<file path="config.mk">
export PLATFORM = sky130hd
export DESIGN_NAME = npc_unit
export DESIGN_NICKNAME = d
export VERILOG_FILES = /design/src/rtl/npc_pkg.sv /design/src/rtl/npc_cond.sv /design/src/rtl/npc_target.sv /design/src/rtl/npc_link.sv /design/src/rtl/npc_unit.sv
export SDC_FILE = /design/constraint.sdc
export NUM_CORES = 1
export LEC_CHECK = 0
export ABC_AREA = 0
export CAP_MARGIN = 20
export CORE_ASPECT_RATIO = 1.2
export CORE_UTILIZATION = 45
export DETAILED_ROUTE_END_ITERATION = 10
export PLACE_DENSITY = 0.85
export SYNTH_ARGS = -nofsm -noshare
export SYNTH_HDL_FRONTEND = slang
export SYNTH_SLANG_ARGS = --single-unit
</file>
<file path="constraint.sdc">
create_clock -name clk -period 5.05 [get_ports clk]
set_input_delay 1.2625 -clock clk [delete_from_list [all_inputs] [get_ports clk]]
set_output_delay 1.2625 -clock clk [all_outputs]
set_load 0.05 [all_outputs]
</file>
<file path="src/rtl/npc_pkg.sv">
package npc_pkg;
  // control kinds presented by the decoder
  localparam logic [2:0] K_SEQ        = 3'd0;
  localparam logic [2:0] K_BRANCH     = 3'd1;
  localparam logic [2:0] K_JUMP       = 3'd2;
  localparam logic [2:0] K_JUMP_LINK  = 3'd3;
  localparam logic [2:0] K_JREG       = 3'd4;
  localparam logic [2:0] K_JREG_LINK  = 3'd5;

  // branch conditions
  localparam logic [2:0] C_EQ        = 3'd0;
  localparam logic [2:0] C_NE        = 3'd1;
  localparam logic [2:0] C_LEZ       = 3'd2;
  localparam logic [2:0] C_GTZ       = 3'd3;
  localparam logic [2:0] C_LTZ       = 3'd4;
  localparam logic [2:0] C_GEZ       = 3'd5;
  localparam logic [2:0] C_LTZ_LINK  = 3'd6;
  localparam logic [2:0] C_GEZ_LINK  = 3'd7;

  typedef enum logic [1:0] {
    SRC_SEQ    = 2'd0,
    SRC_BRANCH = 2'd1,
    SRC_REGION = 2'd2,
    SRC_REG    = 2'd3
  } src_e;
endpackage

</file>
<file path="src/rtl/npc_cond.sv">
module npc_cond #(
  parameter int W = 32
) (
  input  logic [2:0]   cond_sel,
  input  logic [W-1:0] opa,
  input  logic [W-1:0] opb,
  output logic         cond_true
);
  import npc_pkg::*;

  logic a_neg, a_zero, a_eq_b;

  assign a_neg  = opa[W-1];
  assign a_zero = (opa == '0);
  assign a_eq_b = (opa == opb);

  always_comb begin
    unique case (cond_sel)
      C_EQ:                    cond_true = a_eq_b;
      C_NE:                    cond_true = !a_eq_b;
      C_LEZ:                   cond_true = a_neg || a_zero;
      C_GTZ:                   cond_true = !a_neg && !a_zero;
      C_LTZ, C_LTZ_LINK:       cond_true = a_neg;
      default:                 cond_true = !a_neg;
    endcase
  end
endmodule

</file>
<file path="src/rtl/npc_target.sv">
module npc_target #(
  parameter int ADDR_W = 32,
  parameter int DISP_W = 16,
  parameter int IDX_W  = 26
) (
  input  logic [ADDR_W-1:0] pc,
  input  logic [2:0]        kind,
  input  logic              cond_true,
  input  logic [DISP_W-1:0] disp,
  input  logic [IDX_W-1:0]  jidx,
  input  logic [ADDR_W-1:0] opa,
  output logic [ADDR_W-1:0] seq_pc,
  output logic [ADDR_W-1:0] target,
  output logic              taken
);
  import npc_pkg::*;

  localparam int REGION_W = ADDR_W - IDX_W - 2;
  localparam int EXT_W    = ADDR_W - DISP_W - 2;

  function automatic logic [ADDR_W-1:0] f_branch(input logic [ADDR_W-1:0] base,
                                                 input logic [DISP_W-1:0] d);
    return base + {{EXT_W{d[DISP_W-1]}}, d, 2'b00};
  endfunction

  function automatic logic [ADDR_W-1:0] f_region(input logic [ADDR_W-1:0] cur,
                                                 input logic [IDX_W-1:0] idx);
    return {cur[ADDR_W-1 -: REGION_W], idx, 2'b00};
  endfunction

  src_e src;

  assign seq_pc = pc + ADDR_W'(4);

  always_comb begin
    unique case (kind)
      K_BRANCH:               src = cond_true ? SRC_BRANCH : SRC_SEQ;
      K_JUMP, K_JUMP_LINK:    src = SRC_REGION;
      K_JREG, K_JREG_LINK:    src = SRC_REG;
      default:                src = SRC_SEQ;
    endcase
  end

  always_comb begin
    unique case (src)
      SRC_BRANCH: target = f_branch(seq_pc, disp);
      SRC_REGION: target = f_region(pc, jidx);
      SRC_REG:    target = opa;
      default:    target = seq_pc;
    endcase
  end

  assign taken = (src != SRC_SEQ);
endmodule

</file>
<file path="src/rtl/npc_link.sv">
module npc_link #(
  parameter int ADDR_W = 32
) (
  input  logic [2:0]        kind,
  input  logic [2:0]        cond_sel,
  input  logic [ADDR_W-1:0] seq_pc,
  output logic              link_we,
  output logic [ADDR_W-1:0] link_addr
);
  import npc_pkg::*;

  logic br_link;

  assign br_link   = (kind == K_BRANCH) &&
                     ((cond_sel == C_LTZ_LINK) || (cond_sel == C_GEZ_LINK));
  assign link_we   = br_link || (kind == K_JUMP_LINK) || (kind == K_JREG_LINK);
  assign link_addr = seq_pc;
endmodule

</file>
<file path="src/rtl/npc_unit.sv">
module npc_unit #(
  parameter int          ADDR_W   = 32,
  parameter int          DISP_W   = 16,
  parameter int          IDX_W    = 26,
  parameter logic [31:0] RESET_PC = 32'h0040_0000
) (
  input  logic              clk,
  input  logic              rst,
  input  logic [2:0]        kind,
  input  logic [2:0]        cond_sel,
  input  logic [DISP_W-1:0] disp,
  input  logic [IDX_W-1:0]  jidx,
  input  logic [ADDR_W-1:0] opa,
  input  logic [ADDR_W-1:0] opb,
  output logic [ADDR_W-1:0] pc,
  output logic              taken,
  output logic              link_we,
  output logic [ADDR_W-1:0] link_addr,
  output logic              misalign
);
  import npc_pkg::*;

  localparam int                REGION_W = ADDR_W - IDX_W - 2;
  localparam logic [ADDR_W-1:0] STEP     = ADDR_W'(4);

  logic              cond_true;
  logic [ADDR_W-1:0] seq_pc;
  logic [ADDR_W-1:0] target;
  logic              jump_kind;
  logic              jreg_kind;

  npc_cond #(.W(ADDR_W)) u_cond (
    .cond_sel (cond_sel),
    .opa      (opa),
    .opb      (opb),
    .cond_true(cond_true)
  );

  npc_target #(.ADDR_W(ADDR_W), .DISP_W(DISP_W), .IDX_W(IDX_W)) u_target (
    .pc       (pc),
    .kind     (kind),
    .cond_true(cond_true),
    .disp     (disp),
    .jidx     (jidx),
    .opa      (opa),
    .seq_pc   (seq_pc),
    .target   (target),
    .taken    (taken)
  );

  npc_link #(.ADDR_W(ADDR_W)) u_link (
    .kind     (kind),
    .cond_sel (cond_sel),
    .seq_pc   (seq_pc),
    .link_we  (link_we),
    .link_addr(link_addr)
  );

  assign misalign  = taken && (target[1:0] != 2'b00);
  assign jump_kind = (kind == K_JUMP) || (kind == K_JUMP_LINK);
  assign jreg_kind = (kind == K_JREG) || (kind == K_JREG_LINK);

  always_ff @(posedge clk) begin
    if (rst)            pc <= RESET_PC[ADDR_W-1:0];
    else if (!misalign) pc <= target;
  end

  AST_NOT_TAKEN_STEP: assert property (@(posedge clk) disable iff (rst)
    !taken |=> pc == $past(pc) + STEP);
  AST_SEQ_NEVER_TAKEN: assert property (@(posedge clk) disable iff (rst)
    (kind == K_SEQ) |-> !taken);
  AST_HOLD_ON_MISALIGN: assert property (@(posedge clk) disable iff (rst)
    misalign |=> $stable(pc));
  AST_REGION_KEPT: assert property (@(posedge clk) disable iff (rst)
    jump_kind |=> pc[ADDR_W-1 -: REGION_W] == $past(pc[ADDR_W-1 -: REGION_W]));
  AST_JREG_LOAD: assert property (@(posedge clk) disable iff (rst)
    (jreg_kind && !misalign) |=> pc == $past(opa));
  AST_PC_WORD_ALIGNED: assert property (@(posedge clk) disable iff (rst)
    pc[1:0] == 2'b00);
  AST_LINK_ON_JUMP: assert property (@(posedge clk) disable iff (rst)
    (kind == K_JUMP_LINK || kind == K_JREG_LINK) |-> link_we && taken);
endmodule

</file>
==> metrics.md, run 1 <==
| Metric | Value |
|---|---|
| Vias in the first global route | `~5700` |
| Syn Area/Cell | `~7.4 um^2` |
| Antenna violations before repair | `0` |
| Share of cells above drive strength 1 | `7.30%` |
| Pwr dens | `236 mW/mm^2` |
| Critical path launch point type | `input pin` |
| Core area | `0.00996 mm^2` |
| Fin. Hold Viols | `0` |
| Initial DRC count | `between 400 and 500` |
| Insertion delay to the later sink of the worst-skew pair | `0.28 ns` |
| Total Routing Usage GR | `38.5%` |
| Flop pwr share | `19.9%` |
| Gpl congestion | `1.04` |
| Status | `completed` |
| CTS max path bufs | `2` |
| Die Span X | `around 94 um` |
| FF-to-FF path depth | `17` |
| Ranking of synthesized cells by area | `dfxtp_1, ha_1, xor2_1, xnor2_1, a21oi_1` |
| Number of flip-flops in the largest register | `32` |
| Setup tns final | `0 ns` |
| Sw power | `0.745 mW` |
| Post-synth top area share | `13.9%` |
| Vias per cell | `6.37` |
| Endpoint class of the critical path | `primary output` |
| Worst r2r src | `pc[10]` |
| Max-Cap Viols | `0` |
| Wire length per cell | `between 20 and 25 um` |
| Routed Wire Length | `20700 um` |
| Mapped Area | `0.00460 mm^2` |
| FF-to-FF setup slack | `0.35 ns` |
| Syn Nets | `773` |
| Main synth FF type | `dfxtp_1` |
| Die Ht | `113 um` |
| Final Critical Period | `4.94 ns` |
| Diode count | `0` |
| Max-Slew Margin vs Limit | `34.0%` |
| Post-synth EDFFs | `0` |
| Complex-gate fraction of the synthesized area | `30.1%` |
| Adder-Cell Fraction of Synth Area | `under 10%` |
| Synthesized instance count | `626` |
| Fmax | `a little over 0.2 GHz` |
| CP Cell Sequence | `clkdlybuf4s50_1 -> nor4_1 -> nand4_1 -> o21a_1 -> a311o_1 -> nand4_4 -> a21oi_4 -> inv_2 -> nand2_1 -> inv_1 -> buf_12` |
| R2r endpoint | `pc[29]` |
| Cell Int Power | `approximately 0.85 mW` |
| Post-Synth Simple-Gate Area | `25.7%` |
| CTS buffer count | `5` |
| Global-route wire length before repair | `31300 um` |
| PortBufs | `180` |
| Hold-critical path depth | `2` |
| Post-synthesis register bit count | `32` |
| CTS Hold Bufs | `0` |
| Mux cell area share after synthesis | `less than 1%` |
| ANT nets after route | `0` |
| Worst-path clk slew | `about 0.05 ns` |
| Largest registers | `pc: 32 flops` |
| Crit share post-route | `a little over nine tenths` |
| Synth cell types | `75` |
| CTS tree | `done` |
| Leakage | `2.67 nW` |
| CP Launch Point | `opa[4]` |
| Critical-path top delay cell | `clkdlybuf4s50_1` |
| Initial core utilization | `46.2%` |
| Area Growth Syn to Fin | `47.2%` |
| VDD IR max | `0.194 mV` |
| Fraction of the yosys area taken by sequential cells | `13.9%` |
| 1st-pass router iterations | `6` |
| Die ar. | `0.0106 mm^2` |
| Main combinational cell family by area after synthesis | `compound AO/OA/AOI/OAI gates` |
| Combinational share of power | `61.8%` |
| Required @ worst endpoint | `3.79 ns` |
| Total gr overflow | `0` |
| Nets | `between 900 and 1000` |
| Post-Synth XOR/XNOR Area | `between 10% and 20%` |
| Clk_skew | `0.00395 ns` |
| Post-DP HPWL | `approximately 17000 um` |
| I/O pin cnt | `~180` |
| Row cnt | `40` |
| RSZ-0062 raised after global routing | `false` |
| Post-synth top area cell | `dfxtp_1` |
| Setup CP Type | `input pin to primary output` |
| Critical Path Sink | `misalign` |
| Slew @ Worst Pin | `0.991 ns` |
| CTS root buf | `clkbuf_16` |
| Clk sinks | `32` |
| FFs w/ async S/R, synth | `0%` |
| Clk pwr share | `18.3%` |
| Switching Fraction | `46.6%` |
| Final setup fails | `0` |
| DR DRC count | `0` |
| Pin count of the biggest net entering global routing | `28` |
| Largest Register | `pc` |
| Slew Viols, Final | `0` |
| WP data arrival | `3.68 ns` |
| Setup Fix Bufs, Post-CTS | `0` |
| FILL cells | `852` |
| Synth warn | `0` |
| Resized cells post-CTS | `0` |
| Total design power | `1.60 mW` |
| H-Tree Level Count | `2` |
| Vias post-DR | `5945` |
| Hold Crit Class | `flop to flop` |
| CP peak stage delay | `0.54 ns` |
| Crit path max fanout | `5` |
kinds of logic after synthesis:
logic type,Yosys count
DFF,32
AOI/OAI and AO/OA,194
muxes,2
xor gates and xnor gates,78
buffers and inverters,64
adders and majority gates,33
and+or+nand+nor,223
cell usage in the layout, fill, tap and decap left out, drive strengths merged, types with 7 or more instances in the layout:
master / synthesis / routed
nor2: 43 / 43
dfxtp: 32 / 32
xor2: 40 / 40
clkdlybuf4s50: 0 / 177
nand2: 47 / 47
ha: 32 / 32
buf: 15 / 29
nand4: 16 / 16
or3: 8 / 8
inv: 32 / 32
a22o: 9 / 9
a2111oi: 7 / 7
a221oi: 9 / 9
nand3: 25 / 25
and3: 14 / 14
o21ai: 36 / 36
nor4: 20 / 20
a211oi: 11 / 11
a21o: 12 / 12
nand2b: 9 / 9
nor3: 18 / 18
xnor2: 38 / 38
a222oi: 11 / 11
a21oi: 38 / 38
cell type report:
type	instances	area [um^2]	area share, %
inverters	32	120	1.77
flip-flops and latches	32	641	9.45
clock inverters	1	5.00	0.0738
well taps	126	158	2.33
clock buffers	6	129	1.90
repair buffers	207	2030	29.9
multi-input cells	530	3700	54.6
worst min path at each step:
stage | startpoint | end | slack (ns)
global route | pc[13] | pc[13] | 0.52
detailed placement | pc[13] | pc[13] | 0.49
CTS | pc[13] | pc[13] | 0.50
floorplan | pc[13] | pc[13] | 0.68
finish | pc[13] | pc[13] | 0.50
global placement | pc[13] | pc[13] | 0.46
stage by stage:
| stage | cells | instance area [um^2] | setup slack [ns] | hold WS [ns] | utilization, % |
|---|---|---|---|---|---|
| floorplan | 626 | 4600 | 0.145 | 0.683 | - |
| CTS | 934 | 6770 | 0.0552 | 0.500 | 68.0 |
| global route | 934 | 6780 | 0.0165 | 0.524 | 68.1 |
| detailed placement | 927 | 6640 | 0.0519 | 0.493 | 66.6 |
| finish | 934 | 6780 | 0.109 | 0.496 | 68.1 |
| global placement | 927 | 6640 | 0.162 | 0.458 | 66.6 |
layer usage:
| metal | track usage [%] | routed length [um] | vias up |
|---|---|---|---|
| li1 | - | - | 2741 |
| met5 | 0 | 0 | - |
| met2 | 67.3 | 10200 | 355 |
| met1 | 45.0 | 7840 | 2778 |
| met3 | 4.97 | 1520 | 71 |
| met4 | 20.4 | 1200 | 0 |
power groups by stage:
stage / clock network, mW / registers, mW / logic (mW)
after floorplan: 0 / 0.402 / 0.512
after global placement: 0 / 0.320 / 0.952
after detailed placement: 0 / 0.322 / 0.962
after CTS: 0.291 / 0.317 / 0.969
after global routing: 0.307 / 0.322 / 1.04
final: 0.292 / 0.318 / 0.988
cell usage after synthesis, types with 15 or more instances:
cell	count
a21oi_1	37
clkbuf_1	17
dfxtp_1	32
ha_1	32
inv_1	31
nand2_1	45
nand3_1	25
nand4_1	15
nor2_1	43
nor3_1	17
nor4_1	19
o21ai_0	36
xnor2_1	38
xor2_1	40
critical path, delay by kind of cell:
family          cells  cell delay, ns
compound gates      3            0.67
buf+inv             4            0.97
simple gates        4            0.78
No activity file was read; power rests on OpenSTA's default activity.
==> run 2: changes to the inputs <==
- ABC_AREA: 0 -> unset
==> results of run 2 <==
No change in the layout: final DEF, timing and power equal those of run 1.
